### config.mk
export PLATFORM = sky130hd
export DESIGN_NAME = frame_parser
export DESIGN_NICKNAME = d
export VERILOG_FILES = /design/src/rtl/frame_parser_pkg.sv /design/src/rtl/fp_mark_window.sv /design/src/rtl/fp_payload_store.sv /design/src/rtl/fp_frame_ctrl.sv /design/src/rtl/frame_parser.sv
export SDC_FILE = /design/constraint.sdc
export NUM_CORES = 2
export LEC_CHECK = 0
export BUFFER_PORTS_ARGS = -buffer_cell sky130_fd_sc_hd__clkbuf_2
export CAP_MARGIN = 20
export CORE_MARGIN = 4
export CORE_UTILIZATION = 30
export CTS_CLUSTER_DIAMETER = 200
export DETAILED_ROUTE_END_ITERATION = 12
export GPL_TIMING_DRIVEN = 0
export PLACE_DENSITY = 0.56
export SLEW_MARGIN = 20
export SYNTH_ARGS = -nofsm -noshare
export SYNTH_HDL_FRONTEND = slang
export SYNTH_HIERARCHICAL = 1
export SYNTH_SLANG_ARGS = --single-unit
### constraint.sdc
create_clock -name clk -period 4.96 [get_ports clk]
set_input_delay 0.248 -clock clk [delete_from_list [all_inputs] [get_ports clk]]
set_output_delay 0.248 -clock clk [all_outputs]
set_load 0.01 [all_outputs]
### src/rtl/frame_parser_pkg.sv
// Shared types for the framed byte-stream parser.
// Assumes: the state order below is the parse order of one frame.
package frame_parser_pkg;

    typedef enum logic [1:0] {
        ST_HUNT = 2'd0,   // sliding search for the start marker
        ST_LEN  = 2'd1,   // next byte is the payload length
        ST_BODY = 2'd2,   // capturing payload bytes
        ST_TAIL = 2'd3    // checking the end marker
    } fp_state_e;

endpackage

### src/rtl/fp_mark_window.sv
// Sliding window that compares the last MARK_N bytes with a fixed value.
// It keeps MARK_N-1 past bytes. `hit` is combinational and includes the byte
// presented now, so a match is seen in the cycle its last byte is accepted.
// Assumes: MARK_N >= 2. `clear` has priority over `shift`.
module fp_mark_window #(
    parameter int          BYTE_W = 8,
    parameter int          MARK_N = 4,
    parameter logic [7:0]  MARK   = 8'h55
) (
    input  logic              clk,
    input  logic              rst_n,
    input  logic              shift,
    input  logic              clear,
    input  logic [BYTE_W-1:0] din,
    output logic              hit
);
    localparam int HIST = MARK_N - 1;
    localparam logic [BYTE_W-1:0] MARK_V = BYTE_W'(MARK);

    logic [HIST-1:0][BYTE_W-1:0] hist_q;
    logic [HIST-1:0]             lane_eq;

    // History register: cleared on request, otherwise shifts in accepted bytes.
    always_ff @(posedge clk) begin
        if (!rst_n) begin
            hist_q <= '0;
        end else if (clear) begin
            hist_q <= '0;
        end else if (shift) begin
            hist_q[0] <= din;
            for (int i = 1; i < HIST; i++) begin
                hist_q[i] <= hist_q[i-1];
            end
        end
    end

    // One comparator per stored lane.
    for (genvar g = 0; g < HIST; g++) begin : g_lane
        assign lane_eq[g] = (hist_q[g] == MARK_V);
    end

    // Match needs every stored lane plus the current byte.
    assign hit = (din == MARK_V) && (&lane_eq);

endmodule

### src/rtl/fp_payload_store.sv
// Payload buffer: one write port and one combinational read port.
// Assumes: DEPTH covers every address the length field can name.
module fp_payload_store #(
    parameter int BYTE_W = 8,
    parameter int ADDR_W = 8
) (
    input  logic              clk,
    input  logic              we,
    input  logic [ADDR_W-1:0] waddr,
    input  logic [BYTE_W-1:0] wdata,
    input  logic [ADDR_W-1:0] raddr,
    output logic [BYTE_W-1:0] rdata
);
    localparam int DEPTH = 1 << ADDR_W;

    logic [BYTE_W-1:0] mem_q [DEPTH];

    // Write port: the storage needs no reset, only written bytes are read.
    always_ff @(posedge clk) begin
        if (we) begin
            mem_q[waddr] <= wdata;
        end
    end

    // Read port: asynchronous lookup.
    assign rdata = mem_q[raddr];

endmodule

### src/rtl/fp_frame_ctrl.sv
// Frame sequencer: start search, length capture, payload indexing, end-marker
// verdict, commit/busy handshake and the drop counter.
// Assumes: the length field is as wide as a byte, and the window hits come
// from fp_mark_window instances driven by the shift/clear outputs here.
module fp_frame_ctrl
    import frame_parser_pkg::*;
#(
    parameter int BYTE_W = 8,
    parameter int MARK_N = 4,
    parameter int CNT_W  = 8
) (
    input  logic              clk,
    input  logic              rst_n,
    input  logic              in_valid,
    input  logic [BYTE_W-1:0] in_byte,
    input  logic              hdr_hit,
    input  logic              tail_hit,
    input  logic              rd_done,
    output logic              hdr_shift,
    output logic              hdr_clear,
    output logic              tail_shift,
    output logic              tail_clear,
    output logic              wr_en,
    output logic [BYTE_W-1:0] wr_addr,
    output logic              pkt_valid,
    output logic [BYTE_W-1:0] pkt_len,
    output logic              busy,
    output logic [CNT_W-1:0]  drop_cnt
);
    localparam logic [BYTE_W-1:0] TAIL_LAST = BYTE_W'(MARK_N - 1);

    fp_state_e         st_q, st_d;
    logic [BYTE_W-1:0] idx_q, len_q, plen_q;
    logic              blocked_q, busy_q, pulse_q;
    logic [CNT_W-1:0]  drop_q;
    logic              body_last, tail_last, tail_done, commit, drop;

    // Window and store control derived from the current state.
    always_comb begin
        hdr_shift  = in_valid && (st_q == ST_HUNT);
        hdr_clear  = (st_q != ST_HUNT) || (hdr_shift && hdr_hit);
        tail_shift = in_valid && (st_q == ST_TAIL);
        tail_clear = (st_q != ST_TAIL);
        wr_en      = in_valid && (st_q == ST_BODY) && !blocked_q;
        wr_addr    = idx_q;
    end

    // Position flags and end-of-frame verdict.
    always_comb begin
        body_last = (idx_q == len_q - 1'b1);
        tail_last = (idx_q == TAIL_LAST);
        tail_done = tail_shift && tail_last;
        commit    = tail_done && tail_hit && !blocked_q && !busy_q;
        drop      = tail_done && tail_hit && (blocked_q || busy_q);
    end

    // Next-state selection, advanced only by accepted bytes.
    always_comb begin
        st_d = st_q;
        if (in_valid) begin
            unique case (st_q)
                ST_HUNT: if (hdr_hit)                 st_d = ST_LEN;
                ST_LEN:  st_d = (in_byte == '0) ? ST_TAIL : ST_BODY;
                ST_BODY: if (body_last)               st_d = ST_TAIL;
                ST_TAIL: if (tail_last)               st_d = ST_HUNT;
                default:                              st_d = ST_HUNT;
            endcase
        end
    end

    // State, index, length and block flag registers.
    always_ff @(posedge clk) begin
        if (!rst_n) begin
            st_q      <= ST_HUNT;
            idx_q     <= '0;
            len_q     <= '0;
            blocked_q <= 1'b0;
        end else begin
            st_q <= st_d;
            if (in_valid) begin
                unique case (st_q)
                    ST_HUNT: idx_q <= '0;
                    ST_LEN: begin
                        len_q     <= in_byte;
                        blocked_q <= busy_q;
                        idx_q     <= '0;
                    end
                    ST_BODY: idx_q <= body_last ? '0 : idx_q + 1'b1;
                    ST_TAIL: idx_q <= tail_last ? '0 : idx_q + 1'b1;
                    default: idx_q <= '0;
                endcase
            end
        end
    end

    // Commit pulse, held length and the busy handshake.
    always_ff @(posedge clk) begin
        if (!rst_n) begin
            pulse_q <= 1'b0;
            plen_q  <= '0;
            busy_q  <= 1'b0;
        end else begin
            pulse_q <= commit;
            if (commit) begin
                plen_q <= len_q;
                busy_q <= 1'b1;
            end else if (rd_done) begin
                busy_q <= 1'b0;
            end
        end
    end

    // Saturating count of good frames lost to a held packet.
    always_ff @(posedge clk) begin
        if (!rst_n) begin
            drop_q <= '0;
        end else if (drop && (drop_q != '1)) begin
            drop_q <= drop_q + 1'b1;
        end
    end

    assign pkt_valid = pulse_q;
    assign pkt_len   = plen_q;
    assign busy      = busy_q;
    assign drop_cnt  = drop_q;

endmodule

### src/rtl/frame_parser.sv
// Framed byte-stream packet parser top level.
// Puts together the start-marker window, the end-marker window, the frame
// sequencer and the payload store.
// Assumes: bytes arrive at most one per cycle under in_valid.
module frame_parser #(
    parameter int         BYTE_W   = 8,
    parameter int         MARK_N   = 4,
    parameter logic [7:0] HDR_BYTE = 8'h55,
    parameter logic [7:0] TRL_BYTE = 8'hAA,
    parameter int         CNT_W    = 8
) (
    input  logic              clk,
    input  logic              rst_n,
    input  logic              in_valid,
    input  logic [BYTE_W-1:0] in_byte,
    input  logic              rd_done,
    input  logic [BYTE_W-1:0] rd_addr,
    output logic              pkt_valid,
    output logic [BYTE_W-1:0] pkt_len,
    output logic              busy,
    output logic [BYTE_W-1:0] rd_data,
    output logic [CNT_W-1:0]  drop_cnt
);
    logic              hdr_shift, hdr_clear, hdr_hit;
    logic              tail_shift, tail_clear, tail_hit;
    logic              wr_en;
    logic [BYTE_W-1:0] wr_addr;

    fp_mark_window #(.BYTE_W(BYTE_W), .MARK_N(MARK_N), .MARK(HDR_BYTE)) u_hdr_win (
        .clk(clk), .rst_n(rst_n), .shift(hdr_shift), .clear(hdr_clear),
        .din(in_byte), .hit(hdr_hit)
    );

    fp_mark_window #(.BYTE_W(BYTE_W), .MARK_N(MARK_N), .MARK(TRL_BYTE)) u_tail_win (
        .clk(clk), .rst_n(rst_n), .shift(tail_shift), .clear(tail_clear),
        .din(in_byte), .hit(tail_hit)
    );

    fp_frame_ctrl #(.BYTE_W(BYTE_W), .MARK_N(MARK_N), .CNT_W(CNT_W)) u_ctrl (
        .clk(clk), .rst_n(rst_n), .in_valid(in_valid), .in_byte(in_byte),
        .hdr_hit(hdr_hit), .tail_hit(tail_hit), .rd_done(rd_done),
        .hdr_shift(hdr_shift), .hdr_clear(hdr_clear),
        .tail_shift(tail_shift), .tail_clear(tail_clear),
        .wr_en(wr_en), .wr_addr(wr_addr),
        .pkt_valid(pkt_valid), .pkt_len(pkt_len), .busy(busy), .drop_cnt(drop_cnt)
    );

    fp_payload_store #(.BYTE_W(BYTE_W), .ADDR_W(BYTE_W)) u_store (
        .clk(clk), .we(wr_en), .waddr(wr_addr), .wdata(in_byte),
        .raddr(rd_addr), .rdata(rd_data)
    );

endmodule

## Word level (Yosys, flattened, before mapping)

Memories as Yosys holds them, arrays and structs flattened.
Index checks and enable logic that the tools add are counted.

- Multiplexer cells: 12
- Div/mod/pow operators: 0
- Equality and inequality tests: 18
- $mul: 0
- Bitwise operators: 1
- Reduce and logical (&&, ||, !) cells: 28
- Shift-type cells: 0
- $add $sub $neg: 3
- $lt $le $gt $ge: 0

Operator list:

| kind | number |
|---|---|
| 8-bit by 7-bit equality test with 1-bit output (second input constant) | 4 |
| 8-bit equality test (second input constant) | 4 |
| 8-bit case mux with 3 select lines | 1 |
| 8-bit by 1-bit adder with 8-bit output (second input constant) | 2 |
| 8-bit two-way mux | 2 |
| 1-bit logical AND | 13 |
| 8-bit by 2-bit equality test with 1-bit output (second input constant) | 1 |
| 8-bit equality test | 1 |
| 8-bit logical NOT | 1 |
| 8-bit != test (second input constant) | 1 |
| 2-bit case mux with 4 select lines | 1 |
| 8-bit by 1-bit subtractor with 8-bit output (second input constant) | 1 |
| 2-bit two-way mux | 3 |
| 2-bit by 1-bit != test with 1-bit output (second input constant) | 3 |
| 3-bit AND reduction | 2 |
| 2-bit OR reduction | 3 |
| 1-bit two-way mux | 5 |
| 2-bit equality test (second input constant) | 2 |
| 4-bit AND reduction | 1 |
| 2-bit nonzero test | 2 |
| 2-bit by 1-bit equality test with 1-bit output (second input constant) | 1 |
| 1-bit logical NOT | 2 |
| 2-bit logical NOT | 1 |
| 1-bit logical OR | 2 |
| other kinds (3) | 3 |

- Bits of input ports: 20
- Memory bits (read-only): 0
- Register bits after elaboration: 85
- Bits in latches: 0
- Output and inout bits: 26
- Logic and storage cells: 77
- Memories kept: 1
- RAM bits: 2048

Memory list:

| memory | words | bits a word | read ports | clocked after Yosys merged registers in | write ports | RTL line | text |
|---|---|---|---|---|---|---|---|
| u_store.mem_q | 256 | 8 | 1 | 0 | 1 | fp_payload_store.sv:16 | `logic [BYTE_W-1:0] mem_q [DEPTH];` |

## Depth between registers and ports, before layout

- Depth after elaboration: 7
- Gate-level depth with buffers: 11
- Depth with buffers taken out: 8

## By module

Netlist, hierarchy kept.

By module, submodules not included:

| module | sequential area each (um2) | instances | area an instance (um2) | cells each |
|---|---|---|---|---|
| fp_payload_store | 61499.0 | 1 | 79396.1 | 3725 |
| fp_frame_ctrl | 740.7 | 1 | 1936.9 | 232 |
| fp_mark_window (u_hdr_win) | 480.5 | 1 | 939.7 | 90 |
| fp_mark_window (u_tail_win) | 480.5 | 1 | 938.4 | 92 |

## Worst setup path after synthesis

No wires, ideal clock.

- Kind: register -> register
- Start: reg u_ctrl.len_q[0]
- End: reg u_ctrl.st_q[0]
- Library setup time: 0.119 ns
- Cell stages (with the launch flop): 9
- Path slack: 2.302 ns
- Data arrival time: 2.539 ns
- Buffers on the path: 0
- Clock period less this slack: 2.658 ns
- Data required time: 4.841 ns
- Path through: dfxtp_1 inv_1 ha_1 or3b_4 or4_4 a2111oi_4 o211ai_2 a211o_2 o221a_2

- Cells in the longest elaborated chain, start to end: 4

Ends and longest elaborated chain:

| what | RTL line | text |
|---|---|---|
| start: declaration | fp_frame_ctrl.sv:33 | `logic [BYTE_W-1:0] idx_q, len_q, plen_q;` |
| start signal: assignment | fp_frame_ctrl.sv:84 | `len_q <= in_byte;` |
| 8-bit by 1-bit subtractor with 8-bit output | fp_frame_ctrl.sv:50 | `body_last = (idx_q == len_q - 1'b1);` |
| 8-bit equality test | fp_frame_ctrl.sv:50 |  |
| 2-bit by 1-bit != test with 1-bit output (no source line) | n/a |  |
| 4-bit AND reduction (no source line) | n/a |  |
| end signal: assignment | fp_frame_ctrl.sv:79 | `st_q <= st_d;` |
| end: declaration | fp_frame_ctrl.sv:32 | `fp_state_e st_q, st_d;` |

Every way passes these cells.
A chain may end at the register's enable or synchronous reset.

## Final worst setup path

- Start: in rd_addr[1]
- End: out rd_data[5]

- Cells in the longest elaborated chain, start to end: 1

Ends and longest elaborated chain:

| what | RTL line | text |
|---|---|---|
| start: declaration | frame_parser.sv:17 | `input logic [BYTE_W-1:0] rd_addr,` |
| memory 256 x 8 bit | n/a |  |
| end: declaration | frame_parser.sv:21 | `output logic [BYTE_W-1:0] rd_data,` |

Every way passes these cells.

==> flow_summary.json <==
{
  "outcome": "finished with violations",
  "violations": "setup timing",
  "wl_per_cell_microns": 31.3,
  "final_core_util_pct": 34.8,
  "slew_violations": 0,
  "dpl.hpwl_microns": 176000,
  "cp_slowest_stage_delay_ps": 1090,
  "detail-route-antenna-nets": 0,
  "syn_area_per_cell_sq_um": 20.1,
  "drc": 0,
  "root_buffer": "clkbuf_16",
  "firstDrtPassIters": 6,
  "drive_above_1_share_pct": 22.3,
  "yosys.area.top_type_share_pct": 73.9,
  "finalSetupViolCount": 1,
  "core_sq_um": 276000,
  "worst_pin_slew_ps": 1310,
  "startpoint_type": "input port",
  "fin_crit_sh_pct": 101,
  "antenna_found_initial": 16,
  "io_buffers": 42,
  "cpMaxStageDelayCell": "a221oi_1",
  "gr-total-overflow": 0,
  "synthCells": 4139,
  "clock_latency_ps": 870,
  "synth.net_count": 4167,
  "rsz0062_at_grt": "false",
  "ioPinCount": 46,
  "initial_utilization_pct": 30.1,
  "h-tree-depth": 4,
  "clk_pin_slew_ps": 60,
  "nets": 4481,
  "synth-seq-cells": 2133,
  "worst_ep_required_time_ps": 4710,
  "synth_warnings": 6,
  "die-width_microns": 535,
  "period_needed_ps": 5000,
  "cp-end-kind": "output port",
  "fp.dieH_microns": 535,
  "r2r_cells": 9,
  "hold_viol": 0,
  "drtIter0Drc": 6083,
  "total_leakage_power_nw": 29.4,
  "max_freq_mhz": 200,
  "cp_max_fo": 10,
  "r2r_start": "u_ctrl/st_q[0]",
  "arrival_ps": 4750,
  "path_cells": "buf_2, buf_4, buf_4, clkbuf_1, mux4_2, a221oi_1, o32ai_1, nor3_2, nor4_2, buf_2, clkbuf_2",
  "synth-edff-count": 2048,
  "synth_top_cell_by_area": "edfxtp_1",
  "hold_path.class": "input port to register",
  "cts_buffer_depth": 3,
  "row_count": 193,
  "ys_seq_area_share_pct": 76.0,
  "cp-startpoint": "rd_addr[1]",
  "drv_cap": 0,
  "grt_max_degree": 118,
  "relSlewSlack_pct": 12.7,
  "power_density_nw_per_um2": 390,
  "r2r_slack_ps": 310,
  "area_growth_pct": 15.6,
  "dieArea_sq_um": 286000,
  "via_per_inst": 5.41,
  "cts_buffers": 217,
  "grt_pass1_wl_microns": 356000,
  "grt_util_all_layers_pct": 17.8,
  "rr_endpoint": "u_store/mem_q[136][7]",
  "synthTopCellsByCount": "edfxtp_1 (2048), mux4_2 (454), nor2_1 (361), mux2i_1 (190), a22oi_1 (133)",
  "gp_congestion": 0.922,
  "syn_area_sq_um": 83200,
  "path_class": "input port to output port",
  "cts_tree": "done",
  "crit_end": "rd_data[5]",
  "finClkSkew_ps": 51.3,
  "power_mw": 37.5,
  "async_flop_share_pct": 0,
  "grt_pass1_vias": 43600,
  "setup_ws_ps": -41.6,
  "synth_most_common_cell": "edfxtp_1",
  "wirelength_microns": 261000,
  "ir_drop_v": 0.000373,
  "clock_sinks": 2133,
  "synth.area.top_cells": "edfxtp_1 (74%), mux4_2 (12%), mux2i_1 (2.3%)",
  "synthFlopType": "edfxtp_1",
  "synth_cell_type_count": 78,
  "vias": 45100
}
-- logic make-up (layout without fill, tap and decap cells) --
kind of cell | Yosys count | in the layout | share of synthesized area, %
simple gates | 646 | 646 | 3.60
fa+ha+maj | 8 | 8 | 0.120
mux | 647 | 647 | 14.7
flops | 2133 | 2133 | 76.0
compound gates | 419 | 419 | 3.58
other cells | 0 | 6 | 0
buf+inv | 268 | 760 | 1.91
xor+xnor | 18 | 18 | 0.189
-- layer usage --
layer / GRT usage (%) / vias up / wire length, microns
met5: 0 / - / 28
met4: 7.11 / 4 / 11900
met3: 4.45 / 476 / 26300
met2: 27.9 / 2472 / 121000
met1: 23.7 / 24400 / 102000
li1: - / 17800 / -
-- state kept, by name, indices dropped and copies added (netlist names) --
register	flops
u_tail_win/hist_q	24
u_ctrl/len_q	8
u_ctrl/busy	1
u_ctrl/pkt_len	8
u_ctrl/st_q	2
u_ctrl/drop_cnt	8
u_store/mem_q	2048
u_ctrl/pkt_valid	1
u_ctrl/blocked_q	1
u_ctrl/wr_addr	8
u_hdr_win/hist_q	24
-- worst min-delay path by stage --
| stage | from | end | slack (ps) | cells past startpoint |
|---|---|---|---|---|
| 3_5_place_dp | u_hdr_win/hist_q[20] | u_hdr_win/hist_q[20] | 480 | 2 |
| 4_1_cts | in_byte[3] | u_store/mem_q[103][3] | 5 | 1 |
| 5_1_grt | in_byte[3] | u_store/mem_q[130][3] | 30 | 1 |
| 6_report | in_byte[3] | u_store/mem_q[81][3] | 40 | 1 |
| 3_3_place_gp | u_hdr_win/hist_q[20] | u_hdr_win/hist_q[20] | 470 | 2 |
| 2_1_floorplan | in_byte[0] | u_store/mem_q[0][0] | 350 | 0 |
-- cells in the final DEF (no fill, tap or decap), types with 15 or more instances in the layout --
cell type	instances
edfxtp_1	2048
mux4_2	454
nor2_1	356
clkbuf_16	219
mux2i_1	190
clkbuf_1	149
a22oi_1	133
a21oi_1	111
dfxtp_1	85
clkbuf_2	67
nand2_1	61
buf_2	50
clkinv_1	48
o221ai_1	47
nand3_1	47
buf_4	36
nor2b_1	34
clkinv_2	32
o22ai_1	29
nor3_1	27
buf_16	26
buf_6	23
nand4_1	21
nor4_1	16
a211oi_1	16
nor4_2	15
-- per-stage QoR --
step	TNS, ps	instances	hold slack, ps	instance area (sq um)	setup slack, ps
3_3_place_gp	-637390	7886	468	88100	-2030
3_5_place_dp	-733	7928	479	89200	-333
4_1_cts	0	8334	4.55	96100	133
6_report	-41.6	8342	38.0	96200	-41.6
5_1_grt	0	8337	33.2	96100	62.9
2_1_floorplan	0	4139	347	83200	2300
-- where the power goes --
| part | switching, mW | internal (mW) |
|---|---|---|
| clock | 6.92 | 8.83 |
| combinational | 1.42 | 0.651 |
| sequential | 0.00524 | 19.7 |
-- critical path, delay by kind of cell --
| family | cells | cell delay [ps] |
|---|---|---|
| muxes | 1 | 420 |
| buffers and inverters | 6 | 1820 |
| and+or+nand+nor | 2 | 670 |
| AOI/OAI and AO/OA | 2 | 1540 |
-- repair_timing --
action / CTS / global route
buffers inserted: 2 / 0
endpoints found under the hold margin: 253 / 0
setup endpoints to repair: 5 / 0
hold buffers: 8 / 0
gates resized for setup: 9 / 0
-- layout make-up --
cell class / instances / area (sq um)
Fill cell: 25800 / 180000
Multi-Input combinational cell: 1738 / 18600
Sequential cell: 2133 / 63200
Clock inverter: 120 / 1120
Buffer: 255 / 1600
Tap cell: 3705 / 4640
Inverter: 12 / 45.0
Clock buffer: 277 / 5710
Antenna cell: 6 / 15.0
Timing Repair Buffer: 96 / 1280
(Power assumes the default switching activity.)
